<file path="src/rtl/clamp_pkg.sv">
// Shared types for the clamp pulse generator.
package clamp_pkg;
    typedef enum logic [1:0] {
        SEQ_IDLE  = 2'd0,
        SEQ_DELAY = 2'd1,
        SEQ_PULSE = 2'd2
    } seq_state_t;
endpackage

</file>
<file path="src/rtl/clamp_edge_det.sv">
// Detects the end of the sync pulse.
// Assumes hsync_in is synchronous to clk. The parameter gives the active level.
module clamp_edge_det #(
    parameter bit HS_ACTIVE_HIGH = 1'b1
) (
    input  logic clk,
    input  logic rst_n,
    input  logic hsync_in,
    output logic trail_o
);
    logic hs_now;
    logic hs_prev;
    logic hs_norm;

    // Fold the polarity so that 1 always means sync active.
    assign hs_norm = HS_ACTIVE_HIGH ? hsync_in : ~hsync_in;

    // Two-stage history of the normalised sync level.
    always_ff @(posedge clk) begin
        if (!rst_n) begin
            hs_now  <= 1'b0;
            hs_prev <= 1'b0;
        end else begin
            hs_now  <= hs_norm;
            hs_prev <= hs_now;
        end
    end

    // Active before and inactive now marks the end of sync.
    assign trail_o = hs_prev & ~hs_now;
endmodule

</file>
<file path="src/rtl/clamp_seq_timer.sv">
// Wait-then-pulse sequencer started by each end-of-sync strobe.
// Assumes place_i is steady while a wait is running. dur_i is captured at the edge.
module clamp_seq_timer
    import clamp_pkg::*;
#(
    parameter int CNT_W = 8
) (
    input  logic             clk,
    input  logic             rst_n,
    input  logic             trail_i,
    input  logic [CNT_W-1:0] place_i,
    input  logic [CNT_W-1:0] dur_i,
    output logic             clamp_o
);
    localparam logic [CNT_W-1:0] ONE = CNT_W'(1);

    seq_state_t       state;
    logic [CNT_W-1:0] rem;
    logic [CNT_W-1:0] dur_lat;
    logic [CNT_W-1:0] dur_eff;

    // An illegal zero length is raised to one pixel.
    assign dur_eff = (dur_i == '0) ? ONE : dur_i;

    // Sequencer: an edge always restarts; otherwise count down the wait, then the pulse.
    always_ff @(posedge clk) begin
        if (!rst_n) begin
            state   <= SEQ_IDLE;
            rem     <= '0;
            dur_lat <= ONE;
        end else if (trail_i) begin
            dur_lat <= dur_eff;
            if (place_i == '0) begin
                state <= SEQ_PULSE;
                rem   <= dur_eff - ONE;
            end else begin
                state <= SEQ_DELAY;
                rem   <= place_i - ONE;
            end
        end else begin
            case (state)
                SEQ_DELAY: begin
                    if (rem == '0) begin
                        state <= SEQ_PULSE;
                        rem   <= dur_lat - ONE;
                    end else begin
                        rem <= rem - ONE;
                    end
                end
                SEQ_PULSE: begin
                    if (rem == '0) begin
                        state <= SEQ_IDLE;
                    end else begin
                        rem <= rem - ONE;
                    end
                end
                default: state <= SEQ_IDLE;
            endcase
        end
    end

    assign clamp_o = (state == SEQ_PULSE);
endmodule

</file>
<file path="src/rtl/clamp_out_sel.sv">
// Chooses between the internal strobe and the registered external clamp.
// Assumes ext_clamp_in is synchronous to clk.
module clamp_out_sel (
    input  logic clk,
    input  logic rst_n,
    input  logic ext_mode,
    input  logic ext_clamp_in,
    input  logic int_clamp,
    output logic clamp_out
);
    logic ext_q;

    // Single register stage on the external request.
    always_ff @(posedge clk) begin
        if (!rst_n) ext_q <= 1'b0;
        else        ext_q <= ext_clamp_in;
    end

    // The mode bit selects the output source.
    assign clamp_out = ext_mode ? ext_q : int_clamp;
endmodule

</file>
<file path="src/rtl/clamp_pulse_gen.sv">
// Top: per-line clamp strobe timed from the end of horizontal sync.
// Assumes every input is synchronous to the pixel clock.
module clamp_pulse_gen #(
    parameter int CNT_W          = 8,
    parameter bit HS_ACTIVE_HIGH = 1'b1
) (
    input  logic             clk,
    input  logic             rst_n,
    input  logic             hsync_in,
    input  logic [CNT_W-1:0] place_cfg,
    input  logic [CNT_W-1:0] dur_cfg,
    input  logic             ext_mode,
    input  logic             ext_clamp_in,
    output logic             clamp_out
);
    logic trail_w;
    logic clamp_int_w;

    clamp_edge_det #(.HS_ACTIVE_HIGH(HS_ACTIVE_HIGH)) u_edge (
        .clk      (clk),
        .rst_n    (rst_n),
        .hsync_in (hsync_in),
        .trail_o  (trail_w)
    );

    clamp_seq_timer #(.CNT_W(CNT_W)) u_timer (
        .clk     (clk),
        .rst_n   (rst_n),
        .trail_i (trail_w),
        .place_i (place_cfg),
        .dur_i   (dur_cfg),
        .clamp_o (clamp_int_w)
    );

    clamp_out_sel u_sel (
        .clk          (clk),
        .rst_n        (rst_n),
        .ext_mode     (ext_mode),
        .ext_clamp_in (ext_clamp_in),
        .int_clamp    (clamp_int_w),
        .clamp_out    (clamp_out)
    );
endmodule

</file>
<file path="config.mk">
export PLATFORM = sky130hd
export DESIGN_NAME = clamp_pulse_gen
export DESIGN_NICKNAME = d
export VERILOG_FILES = /design/src/rtl/clamp_pkg.sv /design/src/rtl/clamp_edge_det.sv /design/src/rtl/clamp_seq_timer.sv /design/src/rtl/clamp_out_sel.sv /design/src/rtl/clamp_pulse_gen.sv
export SDC_FILE = /design/constraint.sdc
export NUM_CORES = 1
export LEC_CHECK = 0
export BUFFER_PORTS_ARGS = -buffer_cell sky130_fd_sc_hd__buf_2
export CAP_MARGIN = 15
export CORE_ASPECT_RATIO = 0.8
export CORE_UTILIZATION = 61
export CTS_CLUSTER_DIAMETER = 30
export CTS_CLUSTER_SIZE = 16
export DETAILED_ROUTE_END_ITERATION = 8
export MAX_ROUTING_LAYER = met4
export PLACE_DENSITY = 0.91
export RECOVER_POWER = 100
export SYNTH_ARGS = -nofsm -noshare
export SYNTH_HDL_FRONTEND = slang
export SYNTH_HIERARCHICAL = 1
export SYNTH_SLANG_ARGS = --single-unit
</file>
<file path="constraint.sdc">
create_clock -name clk -period 5.65 [get_ports clk]
set_input_delay 0.565 -clock clk [delete_from_list [all_inputs] [get_ports clk]]
set_output_delay 0.565 -clock clk [all_outputs]
set_load 0.05 [all_outputs]
</file>
---- Word-level counts from Yosys, hierarchy flattened ----
Index checks and enable logic that the tools add are counted.
W data, S select, Z words.
operators by class
  add/sub/neg operators ................... 4
  equal/unequal tests ..................... 5
  multiplexer cells ....................... 12
  bitwise gates (word level) .............. 2
  reductions and logical operators ........ 6
operators by type and width
  operator               number
  $mux W8                5
  $sub A8 B1 Y8 const B  4
  $logic_not A8 Y1       3
  $pmux W8 S2            1
  $mux W2                4
  $ne A3 B3 Y1 const B   2
  $pmux W2 S2            1
  $reduce_and A2 Y1      2
  $ne A3 B2 Y1 const B   1
  $reduce_bool A3 Y1     1
  $eq A2 B1 Y1 const B   1
  $eq A2 B2 Y1 const B   1
  $and A1 B1 Y1          1
  $mux W1                1
  $not A1 Y1             1
storage, ports and cells
  bits in registers ....................... 21
  input port bits ......................... 21
  output and inout port bits .............. 1
  word-level logic and storage cells ...... 35

---- Logic depth before layout (Yosys ltp) ----
Gate-level depths: netlist (run 1).
  depth in word-level cells ............... 5
  mapped depth ............................ 9
  depth with buffers taken out ............ 9

---- Hierarchy ----
Netlist (run 1), hierarchy kept.
by module, submodules not included
  module           times used  cells an instance  area an instance (um^2)  sequential area each (um^2)
  clamp_seq_timer  1           172                1391.3                   360.3
  clamp_edge_det   1           5                  62.6                     40.0
  clamp_out_sel    1           3                  41.3                     20.0

---- Least setup slack after synthesis (run 1) ----
OpenSTA, ideal clock, no wires.
  path type ............................... in2reg
  start ................................... in dur_cfg[3]
  end ..................................... reg u_timer.rem[4]
  setup time .............................. 88 ps
  data arrival time ....................... 2093 ps
  data required time ...................... 5562 ps
  setup slack ............................. 3469 ps
  stages on the path ...................... 8
  buffers on the path ..................... 0
  cell sequence ........................... nor3_1 -> a31o_2 -> a31oi_1 -> ha_1 -> nor3b_1 -> a311oi_1 -> a211o_1 -> a311oi_2
on the way
  cells in the longest elaborated chain, start to end .. 5
ends and longest elaborated chain
  item                    line                   text
  start: declaration      clamp_pulse_gen.sv:11  input logic [CNT_W-1:0] dur_cfg,
  $logic_not A8 Y1        clamp_seq_timer.sv:23  assign dur_eff = (dur_i == '0) ? ONE : dur_i;
  $mux W8 *               clamp_seq_timer.sv:23
  $sub A8 B1 Y8 *         clamp_seq_timer.sv:35  rem <= dur_eff - ONE;
  $mux W8 *               clamp_seq_timer.sv:33  if (place_i == '0) begin
  $mux W8 *               clamp_seq_timer.sv:31  end else if (trail_i) begin
  end signal: assignment  clamp_seq_timer.sv:35
  end signal: assignment  clamp_seq_timer.sv:38  rem <= place_i - ONE;
  end signal: assignment  clamp_seq_timer.sv:45  rem <= dur_lat - ONE;
  end: declaration        clamp_seq_timer.sv:18  logic [CNT_W-1:0] rem;
Mark *: on every way between the ends. The rest lies on a longest branch, timed or not.
A chain may end at the register's enable or synchronous reset.

---- Final worst setup path (run 1) ----
  start ................................... in dur_cfg[3]
  end ..................................... reg u_timer.rem[6]
Same word-level chain as after synthesis.

==> results of run 1 <==
-- cells in the mapped netlist (4+ instances only) --
cell	count	area, um2
nor2_1	18	67.6
dfxtp_1	21	420
nand2_1	13	48.8
xnor2_1	8	70.1
o21ai_0	8	40.0
a31oi_1	10	62.6
ha_1	4	50.1
mux2i_1	10	100
nor3_1	5	25.0
inv_1	7	26.3
o211ai_1	6	45.0
a21oi_1	7	35.0
nand3_1	4	20.0
nor4_1	4	25.0
xor2_1	4	35.0
-- layer usage --
metal / wire length [um] / share of wire / vias up
li1: - / - / 725
met1: 1580 / 0.40 / 693
met2: 1840 / 0.47 / 101
met3: 436 / 0.11 / 13
met4: 91 / 0.023 / 0
met5: 0 / 0 / -
-- through the flow --
stage	std cells	area, um2	power (mW)
floorplan	180	1500	0.313
global placement	221	1610	0.348
detailed placement	221	1610	0.354
CTS	225	1640	0.430
global route	225	1630	0.454
finish	225	1630	0.431
-- logic make-up after synthesis --
group | count (synthesis) | share of synthesized area
muxes | 12 | 0.0845
DFF | 21 | 0.281
buffers and inverters | 14 | 0.0377
and+or+nand+nor | 68 | 0.258
AOI/OAI and AO/OA | 49 | 0.235
xor gates and xnor gates | 12 | 0.0703
adders and majority gates | 4 | 0.0335
-- worst max-delay path, cell delays in order --
cell and delay [ps]:
clkbuf_1 190, nor3_1 140, a31o_2 280, a31oi_1 220
ha_1 220, nor3b_1 370, o311ai_0 250, nand2_1 100
o211ai_1 100, a31oi_1 200
-- worst max path at each step --
stage                   start              to  slack [ps]  cells past startpoint
6_report           dur_cfg[3]  u_timer/rem[6]        3260                     10
5_1_grt            dur_cfg[3]  u_timer/rem[6]        3000                     10
4_1_cts        u_timer/rem[0]  u_timer/rem[5]        3350                      7
3_5_place_dp       dur_cfg[4]  u_timer/rem[4]        3070                      9
3_3_place_gp       dur_cfg[4]  u_timer/rem[4]        3220                      9
2_1_floorplan      dur_cfg[3]  u_timer/rem[4]        3470                      8
-- flip-flops by register name (all words and copies together) (netlist names) --
name             flops
u_edge/hs_now        1
u_timer/state        2
u_edge/hs_prev       1
u_timer/dur_lat      8
u_timer/rem          8
u_sel/ext_q          1
-- power by group --
group	internal, mW	total [mW]	switching (mW)	leakage (nW)
clock	0.0271	0.0771	0.0500	0.0139
sequential	0.160	0.179	0.0188	0.172
combinational	0.0775	0.174	0.0969	0.436
-- layout make-up --
class / count / area [um2]
multi-input cells: 145 / 1010
fillers: 178 / 603
flip-flops and latches: 21 / 420
repair buffers: 22 / 109
well taps: 25 / 31.3
inverters: 8 / 30.0
clock buffers: 3 / 22.5
clock inverters: 1 / 7.51
==> metrics.log, run 1 <==
[metrics] result of the run: finished, final reports clean
[metrics] layout-stage area growth over the synthesis result: 9.04%
[metrics] crit end category: flip-flop
[metrics] Worst Hold Class: in2reg
[metrics] final clock skew: 4.20 ps
[metrics] post-DP HPWL: roughly 3100 um
[metrics] global route total overflow: 0
[metrics] share of the yosys chip area belonging to registers: 0.281
[metrics] number of design-rule violations left by the first detailed-router iteration: around 120
[metrics] average wire per standard cell: 17.6 um
[metrics] max-slew violation count: 0
[metrics] Max Clk Rate: 0.418 GHz
[metrics] worst path arrival time: roughly 2600 ps
[metrics] antenna diode count: 0
[metrics] die width: 57.4 um
[metrics] Clock Tree Buf Depth: 2
[metrics] minimum hold slack: 441 ps
[metrics] Final Core Density: 0.730
[metrics] overall track demand over capacity in global routing: 0.321
[metrics] Initial Utilization: 0.669
[metrics] mean instance size in the synthesized netlist: around 8.3 um2
[metrics] nature of the critical path startpoint: primary input
[metrics] Final GP Congestion: ~0.95
[metrics] endpoint required time on the critical path: 5900 ps
[metrics] number of hold buffers added after CTS: 0
[metrics] met2 global-route usage: 0.495
[metrics] post-DR vias/cell: 6.81
[metrics] Endpoint, Worst Hold: u_sel/ext_q
[metrics] net count after synthesis: 205
[metrics] Worst-Skew Late Latency: 320 ps
[metrics] vias in the first global route: between 1000 and 1500
[metrics] depth of the most critical reg-to-reg path: 7
[metrics] antenna violations before repair: 0
[metrics] total number of H-tree levels: 1
[metrics] clock sink count: 21
[metrics] fin crit share: 0.423
[metrics] busiest layer in global routing: met2
[metrics] Max Cap Violations: 0
[metrics] FF+latch count, synth: 21
[metrics] endpoints failing setup: 0
[metrics] area of the mapped netlist: about 0.0015 mm2
[metrics] die span in y: 46.3 um
[metrics] dominant synthesized flop cell: dfxtp_1
[metrics] unrepaired setup endpoints after global routing: no
[metrics] met3 usage: 0.0646
[metrics] clock transition time at the flip-flop clock pins of the worst setup and hold paths: 130 ps
[metrics] YS warnings: 6
[metrics] Net count, final: around 230
[metrics] number of setup buffers added after CTS: 0
[metrics] fraction of registers with async set or reset after synthesis: 0
[metrics] cell at the root of the clock tree: clkbuf_4
[metrics] cell leakage power: 0.621 nW
[metrics] TritonCTS clock tree: yes
[metrics] share of post-route cells with drive strength above 1: 0.180
[metrics] area of the die: 0.00265 mm2
[metrics] post-route antenna net violation count: 0
[metrics] post-cts repair resize count: 0
[metrics] Placement Rows: 15
[metrics] number of placed I/O pins: 22
[metrics] number of I/O port buffers: 21
[metrics] clock period minus final worst setup slack: between 2000 and 2500 ps
[metrics] final routed wirelength across all metal layers: 3960 um
[metrics] met1 track demand over resource in global routing: 0.422
[metrics] power density of the placed cells: 264 mW/mm2
[metrics] drt first pass iters: 7
[metrics] top library cells by usage in the layout, fill and taps aside: dfxtp_1 (21), buf_2 (18), nor2_1 (18)
[metrics] largest net degree at the start of global routing: 24
[metrics] count of flip-flops with a built-in enable after synthesis: 0
[metrics] slew at the pin closest to its max-slew limit: 918 ps
[metrics] number of different library cells in the post-synthesis netlist: 48
[metrics] total core area: ~0.0022 mm2
[metrics] IR Drop Worst-Case VDD: 0.155 mV
[metrics] Worst Hold Launch: ext_clamp_in
[metrics] DRC violations left: 0
[metrics] Post-Place Worst Slack: 3070 ps
[metrics] reg2reg setup slack: 3270 ps
[metrics] total negative slack for setup checks: 0 ps
[metrics] Via Count: ~1500
[metrics] most common cell after layout, fill and taps aside: dfxtp_1
[metrics] instance count along the most critical hold path: 2
[metrics] endpoints failing hold: 0
[metrics] worst setup margin: 3260 ps
[metrics] critical path peak fanout: 5
[metrics] total clock buffers created by CTS: 3
[metrics] wire length of the first global-routing pass: 6070 um
[metrics] worst-case headroom to the max-slew limit: 0.388
[metrics] number of instances in the synthesized netlist: 180
[metrics] worst setup path category: in2reg
[metrics] worst reg2reg path startpoint: u_timer/rem[0]
[metrics] Reg2Reg Capture Point: u_timer/rem[5]
Note: power is estimated with default switching activity, not from simulation.
==> run 2: changes to the inputs <==
- CORE_UTILIZATION: 61 -> 56
- PLACE_DENSITY: 0.91 -> 0.85
- clock period: 5.65 -> 2.2 ns (I/O delays scaled with it)
==> metrics.log, run 2 (same netlist as run 1, synthesis figures left out) <==
[metrics] result of the run: finished, final reports clean
[metrics] largest net degree at the start of global routing: 16
[metrics] total number of H-tree levels: 1
[metrics] max-slew violation count: 0
[metrics] register area: 420 um2
[metrics] M1 wire length: 1800 um
[metrics] Initial Utilization: 0.602
[metrics] average wire per standard cell: 16.2 um
[metrics] met2 layer wire length in the routed design: between 1500 and 2000 um
[metrics] power density of the placed cells: between 600 and 700 mW/mm2
[metrics] DRC violations left: 0
[metrics] Placement Rows: 16
[metrics] endpoints failing setup: 0
[metrics] Worst Hold Launch: ext_clamp_in
[metrics] instance count along the most critical hold path: 2
[metrics] worst path arrival time: 2340 ps
[metrics] worst reg2reg path startpoint: u_edge/hs_now
[metrics] area of the multi-input gates: 0.00102 mm2
[metrics] critical path peak fanout: 13
[metrics] antenna violations before repair: 0
[metrics] Max Cap Violations: 0
[metrics] die span in y: 48.2 um
[metrics] worst-case headroom to the max-slew limit: 0.501
[metrics] top layer in use: met4
[metrics] depth of the most critical reg-to-reg path: 4
[metrics] global route total overflow: 0
[metrics] wire length of the first global-routing pass: around 5800 um
[metrics] antenna diode count: 0
[metrics] die width: roughly 60 um
[metrics] minimum hold slack: 87.9 ps
[metrics] vias in the first global route: between 1000 and 1500
[metrics] Clock Tree Buf Depth: 2
[metrics] Post-Place Worst Slack: -24.8 ps
[metrics] Final Core Density: 0.688
[metrics] layout-stage area growth over the synthesis result: 14.1%
[metrics] final routed wirelength across all metal layers: 3930 um
[metrics] number of hold buffers added after CTS: 0
[metrics] share of post-route cells with drive strength above 1: 0.217
[metrics] clock period minus final worst setup slack: 2100 ps
[metrics] fin crit share: 0.955
[metrics] nature of the critical path startpoint: flip-flop
[metrics] most common cell after layout, fill and taps aside: dfxtp_1
[metrics] endpoint required time on the critical path: 2440 ps
[metrics] post-route antenna net violation count: 0
[metrics] clock sink count: 21
[metrics] Final GP Congestion: 0.891
[metrics] slowest stage delay, CP: 620 ps
[metrics] IR Drop Worst-Case VDD: 0.405 mV
[metrics] drt first pass iters: 5
[metrics] endpoints failing hold: 0
[metrics] CP cell instances: and2b_1, clkbuf_1, o311ai_0, a31oi_1
[metrics] worst setup margin: 99.1 ps
[metrics] unrepaired setup endpoints after global routing: no
[metrics] post-DP HPWL: 3040 um
[metrics] post-DR vias/cell: about 6.3
[metrics] met3 wire length: 324 um
[metrics] slowest stage cell on the critical path: clkbuf_1
[metrics] clock transition time at the flip-flop clock pins of the worst setup and hold paths: 130 ps
[metrics] total power: 1.14 mW
[metrics] biggest regs: u_timer/dur_lat: 8 flops, u_timer/rem: 8 flops, u_timer/state: 2 flops
[metrics] cell at the root of the clock tree: clkbuf_4
[metrics] Net count, final: 233
[metrics] startpoint of the worst setup timing path: u_edge/hs_now
[metrics] Via Count: around 1500
[metrics] crit end category: flip-flop
[metrics] final clock skew: about 4.5 ps
[metrics] number of placed I/O pins: 22
[metrics] TritonCTS clock tree: yes
[metrics] number of design-rule violations left by the first detailed-router iteration: around 190
[metrics] slew at the pin closest to its max-slew limit: 749 ps
[metrics] number of inserted filler cells in the final layout: 215
[metrics] number of I/O port buffers: 21
[metrics] Worst Hold Class: in2reg
[metrics] area of the die: just under 0.003 mm2
[metrics] Max Clk Rate: 0.476 GHz
[metrics] worst setup path category: reg2reg
[metrics] Worst-Skew Late Latency: between 300 and 400 ps
[metrics] total clock buffers created by CTS: 3
[metrics] cell leakage power: 0.659 nW
[metrics] total core area: 0.00248 mm2
[metrics] overall track demand over capacity in global routing: 0.288
[metrics] top library cells by usage in the layout, fill and taps aside: dfxtp_1 (21), buf_2 (19), nor2_1 (18)
run 2: worst max-delay path: cells and delay by family (launching register included):
family,cells,cell delay (ps)
and+or+nand+nor,1,410
AOI/OAI and AO/OA,2,660
DFF,1,330
buffers and inverters,1,620
run 2: power by group:
part	internal (mW)	switching (mW)	leakage (nW)
Combinational	0.220	0.263	0.473
Clock	0.0696	0.131	0.0139
Sequential	0.412	0.0450	0.172
run 2: cell type report:
type,instances,share of cell area
inverter,8,0.0176
timing repair buffer,29,0.0931
multi-input combinational,145,0.599
tap,36,0.0264
clock inverter,1,0.00440
sequential,21,0.246
clock buffer,3,0.0132
run 2: path summary, 6_finish.rpt:
path	to	slack [ps]
setup / recovery	u_timer/rem[7]	100
hold / removal	u_sel/ext_q	90
setup reg to reg	u_timer/rem[7]	100
hold reg to reg	u_edge/hs_prev	480
run 2: metal layers:
layer / up-vias / track usage
li1: 736 / -
met1: 718 / 0.397
met2: 77 / 0.427
met3: 2 / 0.0663
met4: 0 / 0.0698
met5: - / -
run 2: through the flow:
stage,std cells,cell area [um2],setup TNS (ps)
2_1_floorplan,180,1500,0
5_1_grt,243,1710,0
6_report,243,1710,0
3_5_place_dp,239,1680,-40.8
3_3_place_gp,239,1680,0
4_1_cts,243,1710,0
run 2: timing repair:
item / in CTS / in global routing
buffers inserted: 0 / 0
setup endpoints to repair: 0 / 5
resized for setup: 0 / 1
